`config.mk`:
```
export PLATFORM = sky130hd
export DESIGN_NAME = irq_level_filter
export DESIGN_NICKNAME = d
export VERILOG_FILES = /design/src/rtl/irq_filter_pkg.sv /design/src/rtl/irq_prio_enc.sv /design/src/rtl/irq_mask_gate.sv /design/src/rtl/irq_level_filter.sv
export SDC_FILE = /design/constraint.sdc
export NUM_CORES = 1
export LEC_CHECK = 0
export ABC_AREA = 1
export BUFFER_PORTS_ARGS = -buffer_cell sky130_fd_sc_hd__buf_2
export CORE_ASPECT_RATIO = 1.2
export CORE_MARGIN = 2
export CORE_UTILIZATION = 40
export CTS_BUF_LIST = sky130_fd_sc_hd__clkbuf_8
export DETAILED_ROUTE_END_ITERATION = 10
export PLACE_DENSITY = 0.81
export SYNTH_ARGS = -nofsm -noshare
export SYNTH_HDL_FRONTEND = slang
export SYNTH_SLANG_ARGS = --single-unit
```
`constraint.sdc`:
```
create_clock -name clk -period 1.7 [get_ports clk]
set_input_delay 0.085 -clock clk [delete_from_list [all_inputs] [get_ports clk]]
set_output_delay 0.085 -clock clk [all_outputs]
set_load 0.02 [all_outputs]
```
`src/rtl/irq_filter_pkg.sv`:
```
// Package: shared defaults for the interrupt level filter.
// Assumes level 0 encodes "no request" and the top level is non-maskable.
package irq_filter_pkg;
    localparam int DEF_NUM_LEVELS = 16;
    localparam int DEF_TT_W       = 8;
    localparam logic [7:0] DEF_TT_BASE = 8'h10;
endpackage

```
`src/rtl/irq_prio_enc.sv`:
```
// Module: picks the highest numbered asserted request line.
// Assumes bit i-1 of req_i is level i; output 0 means nothing pending.
module irq_prio_enc #(
    parameter int NUM_LEVELS = 16,
    parameter int LVL_W      = $clog2(NUM_LEVELS)
) (
    input  logic [NUM_LEVELS-2:0] req_i,
    output logic [LVL_W-1:0]      level_o
);
    localparam int TOP = NUM_LEVELS - 1;

    logic [TOP:1] win;

    // Per-level winner: asserted and no higher line asserted.
    for (genvar i = 1; i <= TOP; i++) begin : g_win
        if (i == TOP) begin : g_top
            assign win[i] = req_i[i-1];
        end else begin : g_low
            assign win[i] = req_i[i-1] & ~(|req_i[TOP-1:i]);
        end
    end

    // Encode the single winning level into a number.
    always_comb begin
        level_o = '0;
        for (int i = 1; i <= TOP; i++) begin
            if (win[i]) level_o = LVL_W'(i);
        end
    end
endmodule

```
`src/rtl/irq_mask_gate.sv`:
```
// Module: decides whether the selected level passes the mask and enable.
// Assumes the top level bypasses the mask and level 0 means no request.
module irq_mask_gate #(
    parameter int NUM_LEVELS = 16,
    parameter int LVL_W      = $clog2(NUM_LEVELS),
    parameter int TT_W       = 8,
    parameter logic [TT_W-1:0] TT_BASE = 8'h10
) (
    input  logic [LVL_W-1:0] level_i,
    input  logic [LVL_W-1:0] pil_i,
    input  logic             trap_en_i,
    output logic             accept_o,
    output logic [TT_W-1:0]  tt_o
);
    localparam logic [LVL_W-1:0] NMI_LEVEL = LVL_W'(NUM_LEVELS - 1);

    // Accept only with traps enabled, a real level, and above mask or NMI.
    always_comb begin
        accept_o = trap_en_i && (level_i != '0) &&
                   ((level_i == NMI_LEVEL) || (level_i > pil_i));
    end

    // Trap type is the base plus the level number.
    always_comb begin
        tt_o = TT_BASE + TT_W'(level_i);
    end
endmodule

```
`src/rtl/irq_level_filter.sv`:
```
// Module: top of the interrupt level filter; registers the take decision.
// Assumes the trap entry logic clears trap enable within one idle cycle of a take.
module irq_level_filter
    import irq_filter_pkg::*;
#(
    parameter int NUM_LEVELS = DEF_NUM_LEVELS,
    parameter int LVL_W      = $clog2(NUM_LEVELS),
    parameter int TT_W       = DEF_TT_W,
    parameter logic [TT_W-1:0] TT_BASE = DEF_TT_BASE
) (
    input  logic                  clk,
    input  logic                  rst_n,
    input  logic [NUM_LEVELS-2:0] irq_req_i,
    input  logic [LVL_W-1:0]      pil_i,
    input  logic                  trap_en_i,
    output logic                  take_o,
    output logic [LVL_W-1:0]      take_level_o,
    output logic [TT_W-1:0]       take_tt_o
);
    localparam logic [LVL_W-1:0] NMI_LEVEL = LVL_W'(NUM_LEVELS - 1);

    logic [LVL_W-1:0] sel_level;
    logic             accept;
    logic [TT_W-1:0]  sel_tt;
    logic             fire;

    irq_prio_enc #(.NUM_LEVELS(NUM_LEVELS), .LVL_W(LVL_W)) u_enc (
        .req_i   (irq_req_i),
        .level_o (sel_level)
    );

    irq_mask_gate #(.NUM_LEVELS(NUM_LEVELS), .LVL_W(LVL_W),
                    .TT_W(TT_W), .TT_BASE(TT_BASE)) u_gate (
        .level_i   (sel_level),
        .pil_i     (pil_i),
        .trap_en_i (trap_en_i),
        .accept_o  (accept),
        .tt_o      (sel_tt)
    );

    // Fire only when accepted and the previous cycle was not a take.
    always_comb fire = accept && !take_o;

    // Output register: one-cycle strobe with level and trap type.
    always_ff @(posedge clk) begin
        if (!rst_n) begin
            take_o       <= 1'b0;
            take_level_o <= '0;
            take_tt_o    <= '0;
        end else begin
            take_o       <= fire;
            take_level_o <= fire ? sel_level : '0;
            take_tt_o    <= fire ? sel_tt : '0;
        end
    end

    assert_no_back_to_back_R9: assert property (@(posedge clk) disable iff (!rst_n)
        take_o |=> !take_o);

    assert_disabled_drops_R5: assert property (@(posedge clk) disable iff (!rst_n)
        !trap_en_i |=> !take_o);

    assert_masked_drops_R3: assert property (@(posedge clk) disable iff (!rst_n)
        (sel_level != NMI_LEVEL && sel_level <= pil_i) |=> !take_o);

    assert_nmi_taken_R4: assert property (@(posedge clk) disable iff (!rst_n)
        (trap_en_i && irq_req_i[NUM_LEVELS-2] && !take_o)
        |=> (take_o && take_level_o == NMI_LEVEL));

    assert_tt_matches_R7: assert property (@(posedge clk) disable iff (!rst_n)
        take_o |-> (take_tt_o == TT_BASE + TT_W'(take_level_o)));

    assert_idle_zero_R7: assert property (@(posedge clk) disable iff (!rst_n)
        !take_o |-> (take_level_o == '0 && take_tt_o == '0));
endmodule

```
Yosys cells after proc, flatten, opt, wreduce, memory -nomap -nowiden

Index checks and enable logic that the tools add are counted.

Bits in registers: 13
Latch bits: 0
RAM bits: 0
Memory bits (read-only): 0
Bits of input ports: 22
Word-level logic and storage cells: 69
Memories: 0

Add/sub/neg operators: 1
Multiply operators: 0
Div/mod/pow operators: 0
Magnitude comparators: 1
Equality and inequality tests: 1
Shifts and indexed selects: 0
Multiplexer cells: 15
Bitwise gates (word level): 28
Reductions and logical operators: 20

Operators by type and width:

| cell                | number |
|---|---|
| $mux 4              | 14 |
| $and 1x1->1         | 14 |
| $not 1->1           | 14 |
| $reduce_or 14->1    | 1 |
| $reduce_or 13->1    | 1 |
| $reduce_or 12->1    | 1 |
| $reduce_or 11->1    | 1 |
| $reduce_or 10->1    | 1 |
| $reduce_or 9->1     | 1 |
| $reduce_or 8->1     | 1 |
| $reduce_or 7->1     | 1 |
| $add 5x4->6 const A | 1 |
| $reduce_or 6->1     | 1 |
| $reduce_or 5->1     | 1 |
| $eq 4x4->1 const B  | 1 |
| $gt 4x4->1          | 1 |
| $reduce_bool 4->1   | 1 |
| $reduce_or 4->1     | 1 |
| $logic_and 1x1->1   | 3 |
| $reduce_or 3->1     | 1 |
| $reduce_and 2->1    | 1 |
| $reduce_or 2->1     | 1 |
| $logic_not 1->1     | 1 |
| $logic_or 1x1->1    | 1 |
| $mux 1              | 1 |

Logic depth before layout (Yosys ltp)

Gate-level depths: netlist of run 1.

Depth in word-level cells: 23
Mapped depth: 16
Mapped depth without buffers: 16

By module

Synthesis of run 1 repeated with hierarchy kept, for this count alone.

Cells, all modules: 114
Area, all modules: 812.0 sq um

Modules (own cells, without submodules):

| module           | times used | cells an instance | area an instance (sq um) | seq. area each (sq um) |
|---|---|---|---|---|
| irq_level_filter | 1          | 41                | 406.6                    | 260.2 |
| irq_mask_gate    | 1          | 34                | 203.9                    | 0.0 |
| irq_prio_enc     | 1          | 39                | 201.4                    | 0.0 |

Worst setup path after synthesis of run 1

No wires, ideal clock.

Kind: in2reg
Start point: in irq_req_i[8]
End point: reg take_level_o[1]
Arrival time: 1.568 ns
Required time: 1.637 ns
Setup slack: 0.069 ns
Stages: 16
Path through: nor2_1 nand2_1 nor2_1 nand3_1 nand4_1 nor2_1 nand3_1 inv_1 ha_1 inv_1 a21oi_1 o21ai_0 nand2_1 a21oi_1 nand2_2 nor2_2

Longest elaborated chain between the ends: 23
Elaborated cells between the ends (all ways): 48
Those cells by class: order compare: 1; eq/ne: 1; mux: 15; bitwise: 17; reduce/logical: 14

RTL lines:

| item                                                         | RTL line                                 | source |
|---|---|---|
| start: declaration                                           | irq_level_filter.sv:13                   | `input logic [NUM_LEVELS-2:0] irq_req_i,` |
| $reduce_or 14->1                                             | irq_prio_enc.sv:19                       | `assign win[i] = req_i[i-1] & ~(\|req_i[TOP-1:i]);` |
| $not 1->1                                                    | irq_prio_enc.sv:19                       |  |
| $and 1x1->1                                                  | irq_prio_enc.sv:19                       |  |
| $mux 1                                                       | irq_prio_enc.sv:27                       | `if (win[i]) level_o = LVL_W'(i);` |
| $mux 4 (7 in a row)                                          | irq_prio_enc.sv:27                       |  |
| $mux 4 * (7 in a row)                                        | irq_prio_enc.sv:27                       |  |
| $gt 4x4->1, or another cell as far along                     | irq_mask_gate.sv:20                      | `((level_i == NMI_LEVEL) \|\| (level_i > pil_i));` |
| $logic_or 1x1->1 / $logic_and 1x1->1 (equally long branches) | irq_mask_gate.sv:20, irq_mask_gate.sv:19 |  |
| $logic_and 1x1->1                                            | irq_mask_gate.sv:19                      | `accept_o = trap_en_i && (level_i != '0) &&` |
| $logic_and 1x1->1                                            | irq_level_filter.sv:42                   | `always_comb fire = accept && !take_o;` |
| $reduce_and 2->1 (no source line)                            | n/a                                      |  |
| end signal: assignment                                       | irq_level_filter.sv:52                   | `take_level_o <= fire ? sel_level : '0;` |
| end: declaration                                             | irq_level_filter.sv:17                   | `output logic [LVL_W-1:0] take_level_o,` |

Every way passes the cells marked *; elsewhere a longest branch is shown, timed or not.
A chain may end at the register's enable or synchronous reset.

Worst setup path after layout of run 1

Start point: in irq_req_i[8]
End point: reg take_level_o[2]

Elaborated cells between the ends (all ways): 48
Those cells by class: order compare: 1; eq/ne: 1; mux: 15; bitwise: 17; reduce/logical: 14

RTL lines:

| item                                                         | RTL line                                 | source |
|---|---|---|
| $reduce_or 12->1                                             | irq_prio_enc.sv:19                       |  |
| $not 1->1                                                    | irq_prio_enc.sv:19                       |  |
| $and 1x1->1                                                  | irq_prio_enc.sv:19                       |  |
| $mux 4 (6 in a row)                                          | irq_prio_enc.sv:27                       |  |
| $mux 4 * (7 in a row)                                        | irq_prio_enc.sv:27                       |  |
| net sel_level[2]                                             | irq_level_filter.sv:22                   | `logic [LVL_W-1:0] sel_level;` |
| $gt 4x4->1, or another cell as far along                     | irq_mask_gate.sv:20                      |  |
| $logic_or 1x1->1 / $logic_and 1x1->1 (equally long branches) | irq_mask_gate.sv:20, irq_mask_gate.sv:19 |  |
| $logic_and 1x1->1                                            | irq_mask_gate.sv:19                      |  |
| $logic_and 1x1->1                                            | irq_level_filter.sv:42                   |  |
| $reduce_and 2->1 (no source line)                            | n/a                                      |  |

Mark *: on every way through the listed nets, which the timed path passes. The rest lies on a longest branch.

==> results of run 1 <==
cells by family after synthesis:
group,Yosys count,share of synthesized area [%]
and+or+nand+nor,53,45.7
adders and majority gates,4,7.98
other,1,0.598
buffers and inverters,25,19.2
DFF,6,19.2
AOI/OAI and AO/OA,8,7.38
cells in the mapped netlist:
cell type and number:
inv_1 17, nor2_1 15, nand2_1 11, buf_4 7
nand3_1 7, dfxtp_1 6, nand2_2 5, ha_1 4
nand4_1 4, nor2_2 4, nor2_4 4, a21oi_1 3
o21ai_0 2, a22oi_1 1, conb_1 1, inv_2 1
nand3_2 1, nand3b_1 1, nor3_2 1, o2111ai_1 1
o21ai_1 1
what timing repair did:
action	in CTS	in global routing
pin swaps	1	18
setup endpoints to repair	5	6
resized for setup	5	29
final timing paths:
path	from	endpoint	slack (ns)	depth (start not counted)
max reg2reg	take_o$_SDFF_PN0_	take_level_o[2]$_SDFF_PN0_	0.79	4
min reg2reg	take_o$_SDFF_PN0_	take_level_o[0]$_SDFF_PN0_	0.62	4
max	irq_req_i[8]	take_level_o[2]$_SDFF_PN0_	0.02	16
min	trap_en_i	take_level_o[0]$_SDFF_PN0_	0.24	5
power groups by stage:
stage	clock network, mW	logic (mW)	registers, mW
2_1_floorplan	0	0.0768	0.167
3_3_place_gp	0	0.153	0.155
3_5_place_dp	0	0.158	0.155
4_1_cts	0.213	0.162	0.153
5_1_grt	0.226	0.206	0.155
6_report	0.209	0.188	0.153
worst reg2reg max path, delay by kind of cell, from the launching register on:
family | cells | cell delay, ns
and+or+nand+nor | 3 | 0.40
DFF | 1 | 0.29
AOI/OAI and AO/OA | 1 | 0.15
metrics by stage:
| step | area, sq um | util, % |
|---|---|---|
| finish | 1060 | 73.1 |
| detailed placement | 878 | 60.8 |
| floorplan | 634 | - |
| global route | 1060 | 73.1 |
| CTS | 936 | 64.8 |
| global placement | 878 | 60.8 |
final cells by class:
type / instances / area share [%]
clock buffer: 3 / 3.91
sequential: 6 / 11.4
tap: 17 / 2.01
multi-input combinational: 68 / 48.5
timing repair buffer: 47 / 27.8
inverter: 18 / 6.40
routing by layer:
layer	up-vias	GRT usage [%]	routed length, microns
li1	391	-	-
met2	33	40.6	1070
met4	0	8.28	65
met5	-	0	0
met3	6	1.42	94
met1	333	17.6	546
flip-flops by register name (all words and copies together) (netlist names):
register      cells
take_level_o      3
take_o            1
take_tt_o         2
==> metrics.cfg, run 1 <==
[placed_design]
pre_cts_slack_ns = -0.315
port_buffers = 31
gp_congestion = 0.843
dp_hpwl_microns = 1370
dp_cells = 156

[pwr]
p_total_mw = 0.551
powerDensity_nw_per_um2 = 522
p_sw_mw = 0.165
p_clk_share_pct = 38.0
internal_power_mw = 0.386
vdd_drop_max_uv = 218
p_leak_nw = 0.553
seqPwrFrac_pct = 27.8
pwr-share-comb_pct = 34.2
switching_share_pct = 29.9

[routing]
drtIter0Drc = 3
totalWireLength_microns = 1780
wl_per_cell_microns = 11.2
first_pass_iters = 4
viasPerCell = 4.80
ant_nets = 0
num_vias = 763
route.detailed.drc = 0

[logic_synthesis]
synth-seq-cells = 6
syn-cell-area_sq_um = 627
syn_avg_cell_area_sq_um = 6.46
ys_seq_area_share_pct = 19.2
yosys-top-cells-area = dfxtp_1 19%, inv_1 10%, nor2_1 9.0%
yosysTopAreaCell = dfxtp_1
synth.distinct_cells = 21
synth_top_area_share_pct = 19.2
synthCells = 97
yosys_warnings = 0

[critical_path]
cpLargestDelayFamily = simple AND/OR/NAND/NOR gates
path_cells = buf_2 > buf_4 > nor2_2 > nand2_2 > nor3_4 > nand2_1 > o2111ai_2 > nor2_2 > inv_1 > ha_4 > nand2_1 > o21ai_1 > nand2_1 > a21oi_2 > nand2_2 > nor2_2
critPathMaxStageDelay_ns = 0.27
worst-path-buf-inv = 3
cp_slowest_cell = ha_4
path_max_fanout = 5
critical_path_class = input port to register
arrival_ns = 1.84
cp-end-kind = register
required_ns = 1.86
crit_path_start_kind = input port

[sta]
final_hold_viol_count = 0
fin_tns_setup_ns = 0
slew_viol_final = 0
whs_ns = 0.244
fin_crit_sh_pct = 98.8
fin_skew_ns = 0.000501
layout_setup_ws_ns = 0.0198
fin_crit_ns = 1.68
clock.fmax_mhz = 595
rsz0062_at_grt = yes
setup_violations = 0

[layout]
num_antenna_cells = 0
area_growth_pct = 68.5
drive_gt1_share_pct = 62.0
fillCellCount = 119
fin_nets = 170
final_common_cell = buf_2
stdcell_count = 159
multi_input_area_sq_um = 512
regArea_sq_um = 120
most-common-layout-cells = 28 x buf_2, 16 x buf_4, 13 x inv_1, 9 x nand2_1

[floorplan]
dieWidth_microns = 40.1
die-area_sq_um = 1900
fp.dieH_microns = 47.4
fp.coreArea_sq_um = 1450
initial_utilization_pct = 43.4
rows = 15
pin_count = 35

[clock_network]
hold_buffers = 0
cts_setup_buffers = 0
clkSlewWorstSetupHoldPaths_ns = 0.03
cts_tree = built
clock-sinks = 6
cts-root-buf = clkbuf_8
cts_max_level = 1
ctsLongestPathBuffers = 2
insertion_delay_ns = 0.22
numCtsBuffers = 3

[global_routing]
grt_overflow = 0
grt_pass1_vias = 657
grt.total_usage_pct = 19.3
antenna_found_initial = 0
grt_pass1_wl_microns = 2430
grt_max_degree = 6

[job]
drv_cap = 0

[hold_path]
hp-class = input port to register

[status]
status = finished clean

Note: power is estimated with default switching activity, not from simulation.
==> inputs of run 2 (changes only) <==
--- a/config.mk
+++ b/config.mk
@@ -7,7 +7,6 @@
 export LEC_CHECK = 0
 export ABC_AREA = 1
 export BUFFER_PORTS_ARGS = -buffer_cell sky130_fd_sc_hd__buf_2
-export CORE_ASPECT_RATIO = 1.2
 export CORE_MARGIN = 2
 export CORE_UTILIZATION = 40
 export CTS_BUF_LIST = sky130_fd_sc_hd__clkbuf_8
==> run 2 against run 1 <==
Effect of this change: the flow now finishes with violations (negative setup slack); critical path depth up 1; setup slack worse by 0.022 ns; non-clock buffer count up 3; sequential share of layout area up 0.095 points; final cell count up 1.3%; via count up 0.13%; clock power about the same; design area down 0.83%; total power about the same; combinational power about the same; flip-flop and latch count unchanged; largest power group unchanged; highest routed layer unchanged.
==> metrics.cfg, run 2 (synthesis results as in run 1) <==
[layout]
num_antenna_cells = 0  ; unchanged
drive_gt1_share_pct = 62.8  ; +0.79 points
design_area_sq_um = 1050  ; -0.83%
regArea_sq_um = 120  ; unchanged
stdcell_count = 161  ; +1.3%
largest_register_ffs = 3  ; unchanged
final_common_cell = buf_2
most-common-layout-cells = 28 x buf_2, 18 x buf_4, 12 x inv_1, 11 x nor2_2, 9 x nand2_1
multi_input_area_sq_um = 478  ; -6.6%
fillCellCount = 125  ; +5.0%
largest-register = take_level_o
area_growth_pct = 67.1
fin_nets = 173  ; +1.8%
reg_top3 = take_level_o: 3 flops, take_tt_o: 2 flops, take_o: 1 flops

[critical_path]
critical_path_class = input port to register
path_max_fanout = 2  ; -3
crit_path_start_kind = input port
arrival_ns = 1.82  ; -0.02 ns
cp-end-kind = register
required_ns = 1.82  ; -0.04 ns

[sta]
layout_setup_ws_ns = -0.00188  ; -0.0217 ns
rsz0062_at_grt = yes
slew_viol_final = 0  ; unchanged
fin_crit_ns = 1.70  ; +0.0217 ns
whs_ns = 0.211  ; -0.0327 ns
setup_violations = 1  ; +1
fin_tns_setup_ns = -0.00188  ; -0.00188 ns
fin_skew_ns = 0.00377  ; +0.00327 ns
final_hold_viol_count = 0  ; unchanged
fin_crit_sh_pct = 100  ; +1.3 points
clock.fmax_mhz = 588  ; -1.3%

[routing]
totalWireLength_microns = 1720  ; -3.5%
drtIter0Drc = 4  ; +1
first_pass_iters = 4  ; unchanged
route.detailed.drc = 0  ; unchanged
ant_nets = 0  ; unchanged
wl_per_cell_microns = 10.7  ; -4.7%
num_vias = 764  ; +0.13%
viasPerCell = 4.75  ; -1.1%

[floorplan]
fp.coreArea_sq_um = 1490  ; +3.0%
die-area_sq_um = 1900  ; about the same
initial_utilization_pct = 42.1  ; -1.3 points
dieWidth_microns = 43.6  ; +8.6%
fp.dieH_microns = 43.6  ; -8.0%
rows = 14  ; -1
pin_count = 35  ; unchanged

[clock_network]
numCtsBuffers = 3  ; unchanged
clock-sinks = 6  ; unchanged
insertion_delay_ns = 0.22  ; about the same
ctsLongestPathBuffers = 2  ; unchanged
cts_max_level = 1  ; unchanged
cts_tree = built
cts-root-buf = clkbuf_8
clkSlewWorstSetupHoldPaths_ns = 0.04  ; about the same

[placed_design]
post_dp_cell_area_sq_um = 877  ; -0.14%
dp_hpwl_microns = 1340  ; -2.4%
gp_congestion = 0.860  ; +2.0%
dp_cells = 155  ; -0.64%
port_buffers = 31  ; unchanged
pre_cts_slack_ns = -0.261  ; +0.0540 ns

[global_routing]
grt.total_usage_pct = 17.4  ; -1.9 points
grt_pass1_vias = 720  ; +9.6%
grt_max_degree = 6  ; unchanged
antenna_found_initial = 0  ; unchanged
grt_overflow = 0  ; unchanged
grt_pass1_wl_microns = 2510  ; +3.4%

[pwr]
p_leak_nw = 0.559  ; +1.0%
powerDensity_nw_per_um2 = 527  ; +0.93%
vdd_drop_max_uv = 215  ; -1.4%

[hold_path]
hp-class = input port to register

[status]
violations = negative setup slack
status = finished with violations

[job]
drv_cap = 0  ; unchanged

-- run 2: area by class of cell --
class	count	share of cell area [%]
multi-input combinational	68	45.6
timing repair buffer	50	30.6
sequential	6	11.5
inverter	18	6.45
clock buffer	3	3.94
tap	16	1.91
-- run 2: per-stage QoR --
| stage | util (%) | power (mW) |
|---|---|---|
| 2_1_floorplan | - | 0.244 |
| 3_3_place_gp | 58.9 | 0.307 |
| 5_1_grt | 70.3 | 0.582 |
| 6_report | 70.3 | 0.551 |
| 4_1_cts | 61.9 | 0.531 |
| 3_5_place_dp | 58.9 | 0.313 |
-- run 2: final timing paths --
kind,start,end,slack [ns],cells after the start
worst min register to register,take_o$_SDFF_PN0_,take_level_o[1]$_SDFF_PN0_,0.67,4
worst max register to register,take_o$_SDFF_PN0_,take_tt_o[3]$_SDFF_PN0_,0.79,4
worst min-delay path,irq_req_i[14],take_level_o[0]$_SDFF_PN0_,0.21,5
worst max-delay path,irq_req_i[8],take_level_o[0]$_SDFF_PN0_,-0.002,17
-- run 2: repair_timing --
action,4_1_cts,5_1_grt
pin swaps,0,25
endpoints found under the setup margin,5,6
hold buffers,0,0
gates resized for setup,1,31
setup buffers,0,3
-- run 2: critical path, cell delays in order --
cell	delay, ns
buf_2	0.12
buf_6	0.11
nor2_2	0.07
nand2_1	0.06
nor3_2	0.19
nand4_1	0.12
o21ai_1	0.11
nor2_1	0.08
nand3_2	0.11
ha_4	0.21
a21oi_2	0.11
o21ai_1	0.07
nand2_1	0.09
a21oi_2	0.07
buf_4	0.13
nand2_1	0.05
inv_1	0.03
-- run 2: where the power goes --
| group | internal (mW) | total (mW) | switching (mW) | leakage [nW] |
|---|---|---|---|---|
| Sequential | 0.151 | 0.153 | 0.00275 | 0.0495 |
| Clock | 0.152 | 0.209 | 0.0571 | 0.0216 |
| Combinational | 0.0870 | 0.189 | 0.102 | 0.488 |
-- run 2: routing by layer --
metal / up-vias / routed length (microns) / track usage (%)
met3: 4 / 87 / 3.33
met1: 335 / 615 / 13.9
met5: - / 0 / 0
li1: 395 / - / -
met2: 30 / 979 / 36.2
met4: 0 / 35 / 11.5
==> inputs of run 3 (changes only) <==
--- a/config.mk
+++ b/config.mk
@@ -12,6 +12,7 @@
 export CTS_BUF_LIST = sky130_fd_sc_hd__clkbuf_8
 export DETAILED_ROUTE_END_ITERATION = 10
 export PLACE_DENSITY = 0.81
+export SETUP_SLACK_MARGIN = 0.5
 export SYNTH_ARGS = -nofsm -noshare
 export SYNTH_HDL_FRONTEND = slang
 export SYNTH_SLANG_ARGS = --single-unit
==> run 3 against run 2 <==
Effect of this change: the run now ends clean; global-route usage increased by 2.7 points; worst hold slack improved by 0.040 ns; non-clock buffer count increased by 3; setup slack improved by 0.024 ns; sequential share of layout area decreased by 0.44 points; utilization increased by 2.8 points; flip-flop and latch count unchanged; register-to-register slack about the same; via count increased by 2.1%.
==> metrics.cfg, run 3 (synthesis results as in run 1) <==
[floorplan]
fp.dieH_microns = 43.6  ; unchanged
pin_count = 35  ; unchanged
rows = 14  ; unchanged
die-area_sq_um = 1900  ; unchanged
initial_utilization_pct = 42.1  ; unchanged
fp.coreArea_sq_um = 1490  ; unchanged
dieWidth_microns = 43.6  ; unchanged

[sta]
fin_crit_ns = 1.68  ; -0.0243 ns
fin_crit_sh_pct = 98.7  ; -1.4 points
final_hold_viol_count = 0  ; unchanged
whs_ns = 0.252  ; +0.0403 ns
slew_viol_final = 0  ; unchanged
setup_violations = 0  ; -1
rsz0062_at_grt = yes
fin_tns_setup_ns = 0  ; +0.00188 ns
layout_setup_ws_ns = 0.0225  ; +0.0243 ns
clock.fmax_mhz = 596  ; +1.5%
fin_skew_ns = 0.00253  ; -0.00123 ns

[layout]
multi_input_area_sq_um = 488  ; +2.1%
drive_gt1_share_pct = 63.5  ; +0.75 points
largest_register_ffs = 3  ; unchanged
fillCellCount = 126  ; +0.80%
largest-register = take_level_o
regArea_sq_um = 120  ; unchanged
reg_top3 = take_level_o: 3 flops, take_tt_o: 2 flops, take_o: 1 flops
area_growth_pct = 73.7
num_antenna_cells = 0  ; unchanged
most-common-layout-cells = 26 x buf_2, 22 x buf_4, 13 x inv_1, 9 x nor2_1, 9 x nor2_2
fin_nets = 176  ; +1.7%
final_common_cell = buf_2

[global_routing]
grt.total_usage_pct = 20.1  ; +2.7 points
grt.busiest_layer = met2
grt_pass1_vias = 748  ; +3.9%
grt.met3_usage_pct = 2.50  ; -0.83 points
antenna_found_initial = 0  ; unchanged
grt_max_degree = 6  ; unchanged
grt_pass1_wl_microns = 2870  ; +14%
grt_overflow = 0  ; unchanged
grtUsageMet2_pct = 41.8  ; +5.6 points
grt_use_met1_pct = 19.4  ; +5.5 points

[placed_design]
dp_hpwl_microns = 1370  ; +2.1%
pre_cts_slack_ns = -0.205  ; +0.0561 ns
gp_congestion = 0.932  ; +8.4%
port_buffers = 31  ; unchanged

[pwr]
powerDensity_nw_per_um2 = 514  ; -2.4%
p_leak_nw = 0.589  ; +5.4%
vdd_drop_max_uv = 270  ; +26%
p_total_mw = 0.559  ; +1.4%

[critical_path]
path_cells = buf_6 > nor2_4 > nand2_4 > nor3_4 > nand4_1 > o21ai_1 > nor2_1 > nand3_2 > ha_4 > a21oi_2 > o21ai_2 > nand2_1 > a21oi_2 > nand2_2 > inv_1
r2r_slack_ns = 0.78  ; about the same
required_ns = 1.81  ; about the same
crit_path_start_kind = input port
arrival_ns = 1.78  ; -0.04 ns
timing.rr.start = take_o$_SDFF_PN0_
crit_top_cell = a21oi_2
critical_path_class = input port to register
r2r_end = take_level_o[1]$_SDFF_PN0_
path_max_fanout = 5  ; +3
cp_slowest_cell = ha_4
cp-end-kind = register
ff2ff_path_depth = 4  ; unchanged
critPathMaxStageDelay_ns = 0.21  ; about the same

[clock_network]
ctsLongestPathBuffers = 2  ; unchanged
numCtsBuffers = 3  ; unchanged
cts_max_level = 1  ; unchanged
clock-sinks = 6  ; unchanged
cts_tree = built
clkSlewWorstSetupHoldPaths_ns = 0.04  ; about the same
hold_buffers = 0  ; unchanged
cts-root-buf = clkbuf_8
insertion_delay_ns = 0.22  ; about the same

[routing]
drtIter0Drc = 8  ; +4
wl_per_cell_microns = 11.2  ; +4.7%
first_pass_iters = 4  ; unchanged
ant_nets = 0  ; unchanged
totalWireLength_microns = 1830  ; +6.7%
viasPerCell = 4.76  ; +0.23%
num_vias = 780  ; +2.1%
route.detailed.drc = 0  ; unchanged

[hold_path]
whs_path_depth = 5  ; unchanged
hp-class = input port to register
whs_endpoint = take_level_o[0]$_SDFF_PN0_
hp-start = trap_en_i

[job]
drv_cap = 0  ; unchanged

[status]
status = finished clean

## run 3: cell count changes in the layout (fill, tap and decap cells not counted), sizes merged
cell / change
buf: +3
## run 3: power by group
part / internal (mW) / total (mW) / switching (mW)
clock: 0.152 / 0.207 / 0.0558
sequential: 0.151 / 0.153 / 0.00287
combinational: 0.0935 / 0.198 / 0.105
total: 0.396 / 0.559 / 0.163
## run 3: worst max-delay path by stage
stage                        from                    endpoint  slack [ns]  cells past startpoint
floorplan           irq_req_i[13]  take_level_o[2]$_SDFF_PN0_        0.13                     16
global placement    irq_req_i[12]  take_level_o[2]$_SDFF_PN0_       -0.14                     17
detailed placement  irq_req_i[12]  take_level_o[2]$_SDFF_PN0_       -0.20                     17
CTS                 irq_req_i[11]  take_level_o[1]$_SDFF_PN0_        0.11                     17
global route        irq_req_i[14]     take_tt_o[4]$_SDFF_PN0_       -0.12                     15
finish              irq_req_i[14]     take_tt_o[4]$_SDFF_PN0_        0.02                     15
## run 3: repair_timing
item | in CTS | in global routing
setup buffers | 2 | 3
pin swaps | 14 | 19
gates resized for setup | 16 | 7
endpoints found under the setup margin | 6 | 6
## run 3: cell type report
| cell class | instances | share of cell area (%) |
|---|---|---|
| timing repair buffer | 53 | 32.3 |
| inverter | 18 | 6.21 |
| tap | 16 | 1.84 |
| multi-input combinational | 68 | 44.8 |
| clock buffer | 3 | 3.79 |
| sequential | 6 | 11.0 |
## run 3: critical path: cells and delay by family
| family | cells | cell delay [ns] |
|---|---|---|
| simple gates | 8 | 0.95 |
| compound gates | 4 | 0.39 |
| fa+ha+maj | 1 | 0.21 |
| buf+inv | 2 | 0.16 |
## run 3: layer usage
metal	wire (microns)	share of wire (%)	vias up
li1	-	-	401
met2	1040	57	33
met1	654	36	340
met5	0	0	-
met4	40	2.2	0
met3	97	5.3	6
## run 3: metrics by stage
stage          std cells  area, sq um  utilization (%)
4_1_cts              161         1050             70.3
5_1_grt              164         1090             73.1
3_3_place_gp         156          920             61.8
2_1_floorplan         99          669                -
6_report             164         1090             73.1
3_5_place_dp         156          920             61.8
